## config.mk

```make
export PLATFORM = sky130hd
export DESIGN_NAME = frame_list_loader
export DESIGN_NICKNAME = d
export VERILOG_FILES = /design/src/rtl/flp_pkg.sv /design/src/rtl/flp_fetch.sv /design/src/rtl/flp_regs.sv /design/src/rtl/frame_list_loader.sv
export SDC_FILE = /design/constraint.sdc
export NUM_CORES = 1
export LEC_CHECK = 0
export ABC_AREA = 1
export BUFFER_PORTS_ARGS = -buffer_cell sky130_fd_sc_hd__buf_2
export CORE_ASPECT_RATIO = 0.75
export CORE_UTILIZATION = 55
export CTS_CLUSTER_SIZE = 25
export DETAILED_ROUTE_END_ITERATION = 16
export GPL_TIMING_DRIVEN = 0
export PLACE_DENSITY = 0.78
export SKIP_CTS_REPAIR_TIMING = 1
export SLEW_MARGIN = 40
export SYNTH_ARGS = -nofsm -noshare
export SYNTH_HDL_FRONTEND = slang
export SYNTH_SLANG_ARGS = --single-unit
```

## constraint.sdc

```tcl
create_clock -name clk -period 3.4 [get_ports clk]
set_input_delay 0.51 -clock clk [delete_from_list [all_inputs] [get_ports clk]]
set_output_delay 0.51 -clock clk [all_outputs]
set_load 0.03 [all_outputs]
```

## src/rtl/flp_pkg.sv

```systemverilog
`timescale 1ns/1ps
package flp_pkg;
   typedef enum logic [1:0] {F_IDLE, F_REQ, F_WAIT} fetch_st_t;
   localparam logic [2:0] SEL_PTR    = 3'd0;
   localparam logic [2:0] SEL_CNT    = 3'd1;
   localparam logic [2:0] SEL_STAT   = 3'd2;
   localparam logic [2:0] SEL_IEN    = 3'd3;
   localparam logic [2:0] SEL_SHADOW = 3'd4;
   localparam int ST_PEND  = 0;
   localparam int ST_START = 1;
   localparam int ST_END   = 2;
   localparam int ST_OVR   = 3;
endpackage

```

## src/rtl/flp_fetch.sv

```systemverilog
`timescale 1ns/1ps
module flp_fetch
   import flp_pkg::*;
#(
   parameter int AW  = 32,
   parameter int CW  = 8,
   parameter int RAW = 8
) (
   input  logic           clk,
   input  logic           rst_n,
   input  logic           go,
   input  logic [AW-1:0]  go_base,
   input  logic [CW-1:0]  go_count,
   output logic           busy,
   output logic [AW-1:0]  cur_base,
   output logic           mem_req,
   output logic [AW-1:0]  mem_addr,
   input  logic           mem_rvalid,
   input  logic [31:0]    mem_rdata,
   output logic           reg_we,
   output logic [RAW-1:0] reg_waddr,
   output logic [31:0]    reg_wdata
);
   localparam int ENTRY_SHIFT = 3;
   localparam logic [AW-1:0] DATA_OFS = AW'(4);

   fetch_st_t      st;
   logic           phase;
   logic [CW-1:0]  idx;
   logic [CW-1:0]  lcnt;
   logic [AW-1:0]  lbase;
   logic [RAW-1:0] waddr_q;
   logic           last;

   assign last = (idx == lcnt - 1'b1);

   always_ff @(posedge clk or negedge rst_n) begin
      if (!rst_n) begin
         st      <= F_IDLE;
         phase   <= 1'b0;
         idx     <= '0;
         lcnt    <= '0;
         lbase   <= '0;
         waddr_q <= '0;
      end else begin
         case (st)
            F_IDLE: begin
               if (go && go_count != '0) begin
                  st    <= F_REQ;
                  lbase <= go_base;
                  lcnt  <= go_count;
                  idx   <= '0;
                  phase <= 1'b0;
               end
            end
            F_REQ: st <= F_WAIT;
            F_WAIT: begin
               if (mem_rvalid) begin
                  if (!phase) begin
                     waddr_q <= mem_rdata[RAW-1:0];
                     phase   <= 1'b1;
                     st      <= F_REQ;
                  end else begin
                     phase <= 1'b0;
                     if (last) begin
                        st <= F_IDLE;
                     end else begin
                        idx <= idx + 1'b1;
                        st  <= F_REQ;
                     end
                  end
               end
            end
            default: st <= F_IDLE;
         endcase
      end
   end

   assign busy      = (st != F_IDLE);
   assign cur_base  = lbase;
   assign mem_req   = (st == F_REQ);
   assign mem_addr  = lbase + (AW'(idx) << ENTRY_SHIFT) + (phase ? DATA_OFS : '0);
   assign reg_we    = (st == F_WAIT) && phase && mem_rvalid;
   assign reg_waddr = waddr_q;
   assign reg_wdata = mem_rdata;

   AST_REQ_PULSE: assert property (@(posedge clk) disable iff (!rst_n)
      mem_req |=> !mem_req) else $error("request longer than one cycle");
   AST_BASE_HELD: assert property (@(posedge clk) disable iff (!rst_n)
      busy |=> (!busy || $stable(lbase))) else $error("base changed mid-fetch");
   AST_WE_IN_BUSY: assert property (@(posedge clk) disable iff (!rst_n)
      reg_we |=> !reg_we) else $error("back-to-back register writes");
endmodule

```

## src/rtl/flp_regs.sv

```systemverilog
`timescale 1ns/1ps
module flp_regs
   import flp_pkg::*;
#(
   parameter int AW      = 32,
   parameter int CW      = 8,
   parameter bit IRQ_REG = 1'b1
) (
   input  logic          clk,
   input  logic          rst_n,
   input  logic          cfg_we,
   input  logic [2:0]    cfg_sel,
   input  logic [31:0]   cfg_wdata,
   input  logic          frame_start,
   input  logic          frame_end,
   input  logic          fetch_busy,
   output logic          go,
   output logic [AW-1:0] go_base,
   output logic [CW-1:0] go_count,
   output logic [AW-1:0] q_base,
   output logic [CW-1:0] cnt_val,
   output logic [3:0]    status,
   output logic [3:0]    ien,
   output logic          run,
   output logic          irq
);
   logic [AW-1:0] q_base_r, act_base_r;
   logic [CW-1:0] cnt_r, q_cnt_r, act_cnt_r;
   logic          pend_r, act_vld_r;
   logic          f_start, f_end, f_ovr;
   logic [3:1]    ien_r;
   logic          run_r;
   logic          ptr_we, stat_we, accept;
   logic          irq_raw;

   assign ptr_we  = cfg_we && (cfg_sel == SEL_PTR);
   assign stat_we = cfg_we && (cfg_sel == SEL_STAT);
   assign accept  = frame_end && !fetch_busy;

   always_ff @(posedge clk or negedge rst_n) begin
      if (!rst_n) begin
         q_base_r   <= '0;
         q_cnt_r    <= '0;
         cnt_r      <= '0;
         pend_r     <= 1'b0;
         act_base_r <= '0;
         act_cnt_r  <= '0;
         act_vld_r  <= 1'b0;
         f_start    <= 1'b0;
         f_end      <= 1'b0;
         f_ovr      <= 1'b0;
         ien_r      <= '0;
         run_r      <= 1'b0;
      end else begin
         if (cfg_we && cfg_sel == SEL_CNT) cnt_r <= cfg_wdata[CW-1:0];
         if (cfg_we && cfg_sel == SEL_IEN) ien_r <= cfg_wdata[3:1];
         if (ptr_we) begin
            q_base_r <= cfg_wdata[AW-1:0];
            q_cnt_r  <= cnt_r;
         end
         if (ptr_we)      pend_r <= 1'b1;
         else if (accept) pend_r <= 1'b0;
         if (accept && pend_r) begin
            act_base_r <= q_base_r;
            act_cnt_r  <= q_cnt_r;
            act_vld_r  <= 1'b1;
         end
         if (frame_start)                         f_start <= 1'b1;
         else if (stat_we && cfg_wdata[ST_START]) f_start <= 1'b0;
         if (frame_end)                           f_end <= 1'b1;
         else if (stat_we && cfg_wdata[ST_END])   f_end <= 1'b0;
         if (frame_end && fetch_busy)             f_ovr <= 1'b1;
         else if (stat_we && cfg_wdata[ST_OVR])   f_ovr <= 1'b0;
         if (accept)                              run_r <= 1'b0;
         else if (frame_start && !fetch_busy)     run_r <= 1'b1;
      end
   end

   assign go       = accept && (pend_r || act_vld_r);
   assign go_base  = pend_r ? q_base_r : act_base_r;
   assign go_count = pend_r ? q_cnt_r  : act_cnt_r;
   assign q_base   = q_base_r;
   assign cnt_val  = cnt_r;
   assign status   = {f_ovr, f_end, f_start, pend_r};
   assign ien      = {ien_r, 1'b0};
   assign run      = run_r;
   assign irq_raw  = |(status[3:1] & ien_r);

   generate
      if (IRQ_REG) begin : g_irq_reg
         logic irq_q;
         always_ff @(posedge clk or negedge rst_n) begin
            if (!rst_n) irq_q <= 1'b0;
            else        irq_q <= irq_raw;
         end
         assign irq = irq_q;
      end else begin : g_irq_comb
         assign irq = irq_raw;
      end
   endgenerate

   AST_PEND_SET: assert property (@(posedge clk) disable iff (!rst_n)
      ptr_we |=> pend_r) else $error("pending not set");
   AST_PEND_CLR: assert property (@(posedge clk) disable iff (!rst_n)
      (accept && !ptr_we) |=> !pend_r) else $error("pending not cleared");
   AST_OVR_STICKY: assert property (@(posedge clk) disable iff (!rst_n)
      (f_ovr && !(stat_we && cfg_wdata[ST_OVR])) |=> f_ovr) else $error("overrun flag lost");
   AST_RUN_DROP: assert property (@(posedge clk) disable iff (!rst_n)
      accept |=> !run_r) else $error("run still high after frame end");
endmodule

```

## src/rtl/frame_list_loader.sv

```systemverilog
`timescale 1ns/1ps
module frame_list_loader
   import flp_pkg::*;
#(
   parameter int AW      = 32,
   parameter int CW      = 8,
   parameter int RAW     = 8,
   parameter bit IRQ_REG = 1'b1
) (
   input  logic           clk,
   input  logic           rst_n,
   input  logic           cfg_we,
   input  logic [2:0]     cfg_sel,
   input  logic [31:0]    cfg_wdata,
   input  logic [2:0]     cfg_rsel,
   output logic [31:0]    cfg_rdata,
   input  logic           frame_start,
   input  logic           frame_end,
   output logic           mem_req,
   output logic [AW-1:0]  mem_addr,
   input  logic           mem_rvalid,
   input  logic [31:0]    mem_rdata,
   output logic           reg_we,
   output logic [RAW-1:0] reg_waddr,
   output logic [31:0]    reg_wdata,
   output logic           run,
   output logic           irq
);
   initial begin : elab_chk
      assert (AW >= 4 && AW <= 32) else $error("AW out of range");
      assert (CW >= 1 && CW + 3 <= AW) else $error("CW out of range");
      assert (RAW >= 1 && RAW <= 32) else $error("RAW out of range");
   end

   logic          go, busy;
   logic [AW-1:0] go_base, q_base, cur_base, shadow;
   logic [CW-1:0] go_count, cnt_val;
   logic [3:0]    status, ien;

   flp_regs #(.AW(AW), .CW(CW), .IRQ_REG(IRQ_REG)) u_regs (
      .clk(clk), .rst_n(rst_n), .cfg_we(cfg_we), .cfg_sel(cfg_sel),
      .cfg_wdata(cfg_wdata), .frame_start(frame_start), .frame_end(frame_end),
      .fetch_busy(busy), .go(go), .go_base(go_base), .go_count(go_count),
      .q_base(q_base), .cnt_val(cnt_val), .status(status), .ien(ien),
      .run(run), .irq(irq)
   );

   flp_fetch #(.AW(AW), .CW(CW), .RAW(RAW)) u_fetch (
      .clk(clk), .rst_n(rst_n), .go(go), .go_base(go_base), .go_count(go_count),
      .busy(busy), .cur_base(cur_base), .mem_req(mem_req), .mem_addr(mem_addr),
      .mem_rvalid(mem_rvalid), .mem_rdata(mem_rdata), .reg_we(reg_we),
      .reg_waddr(reg_waddr), .reg_wdata(reg_wdata)
   );

   assign shadow = busy ? cur_base : q_base;

   always_comb begin
      case (cfg_rsel)
         SEL_PTR:    cfg_rdata = 32'(q_base);
         SEL_CNT:    cfg_rdata = 32'(cnt_val);
         SEL_STAT:   cfg_rdata = 32'(status);
         SEL_IEN:    cfg_rdata = 32'(ien);
         SEL_SHADOW: cfg_rdata = 32'(shadow);
         default:    cfg_rdata = '0;
      endcase
   end

   AST_RUN_LOW_BUSY: assert property (@(posedge clk) disable iff (!rst_n)
      busy |-> !run) else $error("run high during fetch");
   AST_IDLE_NO_REQ: assert property (@(posedge clk) disable iff (!rst_n)
      (!busy && !go) |=> !mem_req) else $error("read without fetch");
endmodule

```

==> metrics.cfg, run 1 <==
[setup_path]
critPathSlowestCell = dfrtp_1
end_kind = output port
crit_buf_inv = 1
start_kind = flip-flop
critPathRequiredTime_ps = 2890
worst-path-max-fanout = 6
cpPeakStageDelay_ps = 460
worstSetupPathType = reg -> out
worstPathArrival_ps = 2730
crit_chain = ha_1 -> nand2_1 -> nor2_1 -> nand2_1 -> o21ai_4 -> nand3_1 -> nor2_1 -> xor2_1 -> buf_2
path_delay_family = simple AND/OR/NAND/NOR gates

[final_layout]
final_common_cell = nand2_1
num-nets-final = 1334
drive_gt1_share_pct = 24.0
final_cell_mix = 236 x nand2_1, 162 x buf_2, 157 x dfrtp_1
syn_to_final_growth_pct = 20.1
finalInstanceArea_mm2 = 0.0105
num_antenna_cells = 0
fillers = 1309

[clocking]
tritoncts = yes
htree_levels = 4
clockBufferDepth = 2
cts_made_buffers = 17
clkSlewWorstSetupHoldPaths_ps = 70
cts-root-buf = clkbuf_16
clkSinkCount = 157
clkLatencyLatePin_ps = 430

[placement]
gp_congestion = 0.942
dp_hpwl_um = 17900
io_buffers = 159
post_dp_cell_area_mm2 = 0.00984

[synth]
yosysSeqAreaShare_pct = 45.0
synthSimpleGateAreaFrac_pct = 18.9
synth_nets = 1153
synth_top_area_cell = dfrtp_1
muxShareOfSynthArea_pct = 0
synthAdderAreaFrac_pct = 1.81
synth_xor_xnor_area_share_pct = 3.91
syn_avg_cell_area_um2 = 8.19
synth_top_family_by_area = compound AO/OA/AOI/OAI gates
synth_cell_types = 39
ys_ff_latch = 157
synth_top_area_share_pct = 45.0
synth.top_cells.by_area = dfrtp_1 45%, nand2_1 10%, inv_1 5.6%
syn_area_mm2 = 0.00873
syn_inst = 1065
synth_compound_area_share_pct = 19.0
yosysWarnings = 0

[die]
start_util_pct = 56.8
dieWidth_um = 147
die_y_um = 111
die-area_mm2 = 0.0164
rows = 39
io_pins = 184
coreArea_mm2 = 0.0154

[drt]
routed_wl_um = 24100
drc = 0
vias = 8167
wl_per_cell_um = 16.4
drt_iter0_markers = 784
vias_per_cell = 5.58
ant_nets = 0
firstDrtPassIters = 5

[sta]
finalHoldViolations = 0
tightest_slew_ps = 793
fmax_ghz = 0.309
holdWs_ps = 285
slew_viol_final = 0
timing.setup.tns_ps = 0
fin_skew_ps = 12.0
rsz0062_at_grt = false
relSlewSlack_pct = 47.1
setup_viol = 0
finalCriticalPeriod_ps = 3240
finalCritPeriodShare_pct = 95.3

[global_routing]
top_usage_layer = met1
grt_max_degree = 74
antenna_found_initial = 0
use_met2_pct = 42.9
gr-total-overflow = 0
use_met3_pct = 6.83
grt_usage_pct = 29.9
grt_pass1_vias = 7318
grt_pass1_wl_um = 38200
gr-usage-met1_pct = 46.0

[power_and_ir_drop]
pwr_density_cell_mw_per_mm2 = 848
irDropWorstVdd_uv = 387
leakage_nw = 5.28
p_total_mw = 8.88

[hold_path]
hold_class = in -> reg

[status]
status = completed

[run]
maxCapViolCount = 0

cells by family after synthesis:
family	Yosys count
buffers and inverters	213
xor gates and xnor gates	39
and+or+nand+nor	400
adders and majority gates	12
DFF	157
AOI/OAI and AO/OA	244
stage by stage:
stage               instances  utilization, %  setup WS, ps
floorplan                1065               -           641
global placement         1429            63.6          -551
detailed placement       1431            64.0           413
CTS                      1463            68.0         -43.2
global route             1464            68.2          11.8
finish                   1464            68.2           160
report_power, final:
part           internal [mW]  total [mW]  switching (mW)  leakage [nW]
Sequential              2.51        3.00           0.495          1.93
Combinational           1.22        3.92            2.69          3.05
Clock                   1.14        1.96           0.825         0.297
metal layers:
| metal | up-vias | wire, µm | part of all wire (%) |
|---|---|---|---|
| li1 | 3854 | - | - |
| met4 | 0 | 158 | 0.66 |
| met2 | 418 | 10300 | 43 |
| met1 | 3881 | 11300 | 47 |
| met5 | - | 0 | 0 |
| met3 | 14 | 2280 | 9.5 |
final timing paths:
| kind | startpoint | to | slack, ps | cells after the start |
|---|---|---|---|---|
| worst max-delay path | u_fetch.idx[6] | mem_addr[24] | 160 | 9 |
| worst min-delay path | mem_rvalid | u_fetch.st[1] | 280 | 2 |
| worst max register to register | u_fetch.st[1] | u_regs.act_base_r[3] | 1200 | 7 |
| worst min register to register | u_fetch.reg_waddr[1] | u_fetch.reg_waddr[1] | 470 | 2 |
| max in group asynchronous | rst_n | u_fetch.cur_base[29] | 1930 | 4 |
| min in group asynchronous | rst_n | u_regs.q_base[10] | 490 | 2 |
worst register-to-register path, stage by stage (launching register included):
cell	delay [ps]
dfrtp_1	440
nor2_4	330
inv_2	150
nor2_2	250
nand2_1	330
clkbuf_1	350
nand2_1	110
o21ai_0	100
synth_stat cells:
cell and count:
dfrtp_1 157, buf_4 35, nor2_2 2, buf_8 1, nor3_1 11, o211ai_2 27, a221oi_1 3, clkinv_1 1
ha_1 11, a21o_1 1, buf_6 6, nor4_1 2, o221ai_1 4, nor2_1 82, o21bai_1 1, o21ai_1 15
a21boi_0 2, o211ai_1 5, a21oi_1 41, fa_1 1, o21ai_0 95, nor3_2 1, nor3b_1 1, o21ai_2 24
nand2_1 236, clkbuf_1 31, buf_1 1, buf_2 4, xor2_1 33, o21a_1 1, nand4_1 17, nand2_2 2
o2111ai_1 1, o32ai_1 24, nand3_1 45, nor2_4 1, inv_1 131, xnor2_1 6, inv_2 3
layout make-up:
cell class	instances	area, µm²	share of cell area, %
well taps	205	256	2.45
clock inverters	13	154	1.47
flip-flops and latches	157	3930	37.5
multi-input cells	695	3820	36.5
clock buffers	19	453	4.32
repair buffers	162	871	8.31
inverters	135	507	4.84
plain buffers	78	485	4.63
Note: power is estimated with default switching activity, not from simulation.
==> run 2, diff against run 1 <==
--- a/config.mk
+++ b/config.mk
@@ -5,14 +5,13 @@
 export SDC_FILE = /design/constraint.sdc
 export NUM_CORES = 1
 export LEC_CHECK = 0
-export ABC_AREA = 1
 export BUFFER_PORTS_ARGS = -buffer_cell sky130_fd_sc_hd__buf_2
 export CORE_ASPECT_RATIO = 0.75
 export CORE_UTILIZATION = 55
 export CTS_CLUSTER_SIZE = 25
 export DETAILED_ROUTE_END_ITERATION = 16
 export GPL_TIMING_DRIVEN = 0
-export PLACE_DENSITY = 0.78
+export PLACE_DENSITY = 0.79
 export SKIP_CTS_REPAIR_TIMING = 1
 export SLEW_MARGIN = 40
 export SYNTH_ARGS = -nofsm -noshare
==> metrics.cfg, run 2 <==
[final_layout]
num_antenna_cells = 0
finalInstanceArea_mm2 = 0.0101
final_cell_mix = 155 x dfrtp_1, 149 x buf_2, 99 x mux2_2
final_common_cell = dfrtp_1
drive_gt1_share_pct = 39.8
num-nets-final = 988
syn_to_final_growth_pct = 23.3
fillers = 1066
final_cell_count_no_fill = 1113

[placement]
pre_cts_ws_ps = -37.7
gp_congestion = 0.848
post_dp_cell_area_mm2 = 0.00929
io_buffers = 157
place_inst = 1077
dp_hpwl_um = 14000

[clocking]
cts-root-buf = clkbuf_16
clkLatencyLatePin_ps = 430
clockBufferDepth = 2
clkSinkCount = 157
htree_levels = 4
tritoncts = yes
clkSlewWorstSetupHoldPaths_ps = 70
cts_made_buffers = 17

[setup_path]
r2r-start = u_fetch.lcnt[0]
crit_top_cell = nand4_1
worstPathArrival_ps = 2760
cpPeakStageDelay_ps = 470
critPathRequiredTime_ps = 2890
cp-startpoint = u_fetch.idx[4]
critPathSlowestCell = dfrtp_1
endpoint = mem_addr[31]
r2r_setup_slack_ps = 620
r2r-end = u_fetch.idx[5]
worst-path-max-fanout = 8
reg2regPathDepth = 7
start_kind = flip-flop
crit_chain = ha_2 -> nand4_1 -> o22ai_1 -> nor2_2 -> a31oi_4 -> nand4_1 -> xnor2_1 -> buf_2
worstSetupPathType = reg -> out
end_kind = output port

[drt]
drc = 0
vias = 6319
routed_wl_um = 20400
ant_nets = 0
vias_per_cell = 5.68
firstDrtPassIters = 5
drt_iter0_markers = 511
wl_per_cell_um = 18.3

[global_routing]
grt_pass1_wl_um = 32200
antenna_found_initial = 0
grt_max_degree = 66
gr-total-overflow = 0
grt_pass1_vias = 6098
grt_usage_pct = 27.9

[sta]
holdWs_ps = 293
finalWorstSetupSlack_ps = 134
fmax_ghz = 0.306
finalHoldViolations = 0
fin_skew_ps = 11.9
relSlewSlack_pct = 45.3
setup_viol = 0
finalCriticalPeriod_ps = 3270
slew_viol_final = 0
timing.setup.tns_ps = 0
tightest_slew_ps = 818
finalCritPeriodShare_pct = 96.1

[synth]
syn_area_mm2 = 0.00818
synth_top_area_share_pct = 48.0
synth.top_cells.by_area = dfrtp_1 48%, mux2_2 14%, mux2i_1 6.1%
synthTopCellsByCount = 157 x dfrtp_1, 99 x mux2_2, 67 x nand2_1
synth_top_area_cell = dfrtp_1
synth_nets = 806
syn_avg_cell_area_um2 = 11.4
yosysSeqAreaShare_pct = 48.0
syn_inst = 718
synth_edf_count = 0
ys_async_sr_fraction_pct = 100
ys_ff_latch = 157
yosys_most_used_dff = dfrtp_1
yosysWarnings = 0
synth_cell_types = 58
yosysMostFrequentCell = dfrtp_1

[hold_path]
hold_class = in -> reg

[die]
io_pins = 184
die_y_um = 108
dieWidth_um = 143
coreArea_mm2 = 0.0145
rows = 38
die-area_mm2 = 0.0154
start_util_pct = 56.4

[power_and_ir_drop]
pwr_density_cell_mw_per_mm2 = 869
leakage_nw = 4.68
irDropWorstVdd_uv = 481

[status]
status = completed

[run]
maxCapViolCount = 0

run 2: cell count changes in the layout (fill, tap and decap cells not counted), sizes merged, moves of 23 or more:
cell | previous run | this run
mux2i | 0 | 50
inv | 139 | 18
nor2 | 85 | 16
nand2 | 238 | 67
o211ai | 32 | 4
a22o | 0 | 24
xor2 | 33 | 5
xnor2 | 6 | 32
nand3 | 45 | 15
o32ai | 24 | 1
a21oi | 41 | 9
o21ai | 134 | 53
mux2 | 0 | 99
run 2: area by class of cell:
class	instances	area [µm²]	share of cell area [%]
clock buffers	18	429	4.26
clock inverters	14	264	2.62
plain buffers	69	408	4.05
inverters	16	60.1	0.596
repair buffers	165	916	9.09
well taps	200	250	2.48
multi-input cells	474	3820	37.9
flip-flops and latches	157	3930	39.0
run 2: through the flow:
step | utilization [%] | total power, mW
after floorplan | - | 5.43
after CTS | 68.9 | 8.70
after detailed placement | 64.1 | 6.39
after global placement | 63.5 | 6.28
final | 69.5 | 8.75
after global routing | 69.5 | 9.21
run 2: power breakdown:
part           leakage, nW  internal (mW)  switching, mW
registers             1.94           2.54          0.667
logic                 2.41           1.37           1.92
clock network        0.327           1.46          0.797
run 2: worst min path at each step:
stage | slack [ps] | startpoint | endpoint | depth (start not counted)
6_report | 290 | frame_start | u_regs.f_start | 2
5_1_grt | 300 | frame_start | u_regs.f_start | 2
4_1_cts | -70 | rst_n | u_fetch.idx[1] | 1
3_5_place_dp | 380 | rst_n | u_fetch.idx[1] | 1
3_3_place_gp | 450 | u_regs.act_vld_r | u_regs.act_vld_r | 1
2_1_floorplan | 210 | rst_n | u_fetch.cur_base[0] | 0
run 2: layer usage:
| metal | vias to the layer above | routed length (µm) | GRT usage, % |
|---|---|---|---|
| li1 | 2911 | - | - |
| met1 | 3105 | 9180 | 39.4 |
| met2 | 272 | 9490 | 43.0 |
| met3 | 31 | 1330 | 5.74 |
| met4 | 0 | 399 | 9.29 |
| met5 | - | 0 | 0 |
run 2: worst max-delay path, delay by kind of cell (launching register included):
family | cells | cell delay (ps)
AOI/OAI and AO/OA | 2 | 560
xor gates and xnor gates | 1 | 230
adders and majority gates | 1 | 430
buffers and inverters | 1 | 230
DFF | 1 | 470
and+or+nand+nor | 3 | 400
run 2: logic make-up (layout without fill, tap and decap cells):
family | Yosys count | in the layout | share of synthesized area (%)
flip-flops | 157 | 157 | 48.0
multiplexers | 152 | 152 | 20.6
AND/OR/NAND/NOR | 138 | 138 | 8.14
AO/OA/AOI/OAI | 134 | 134 | 11.3
buffers and inverters | 87 | 282 | 5.78
XOR/XNOR | 38 | 38 | 4.25
adder cells (fa/ha/maj) | 12 | 12 | 1.93
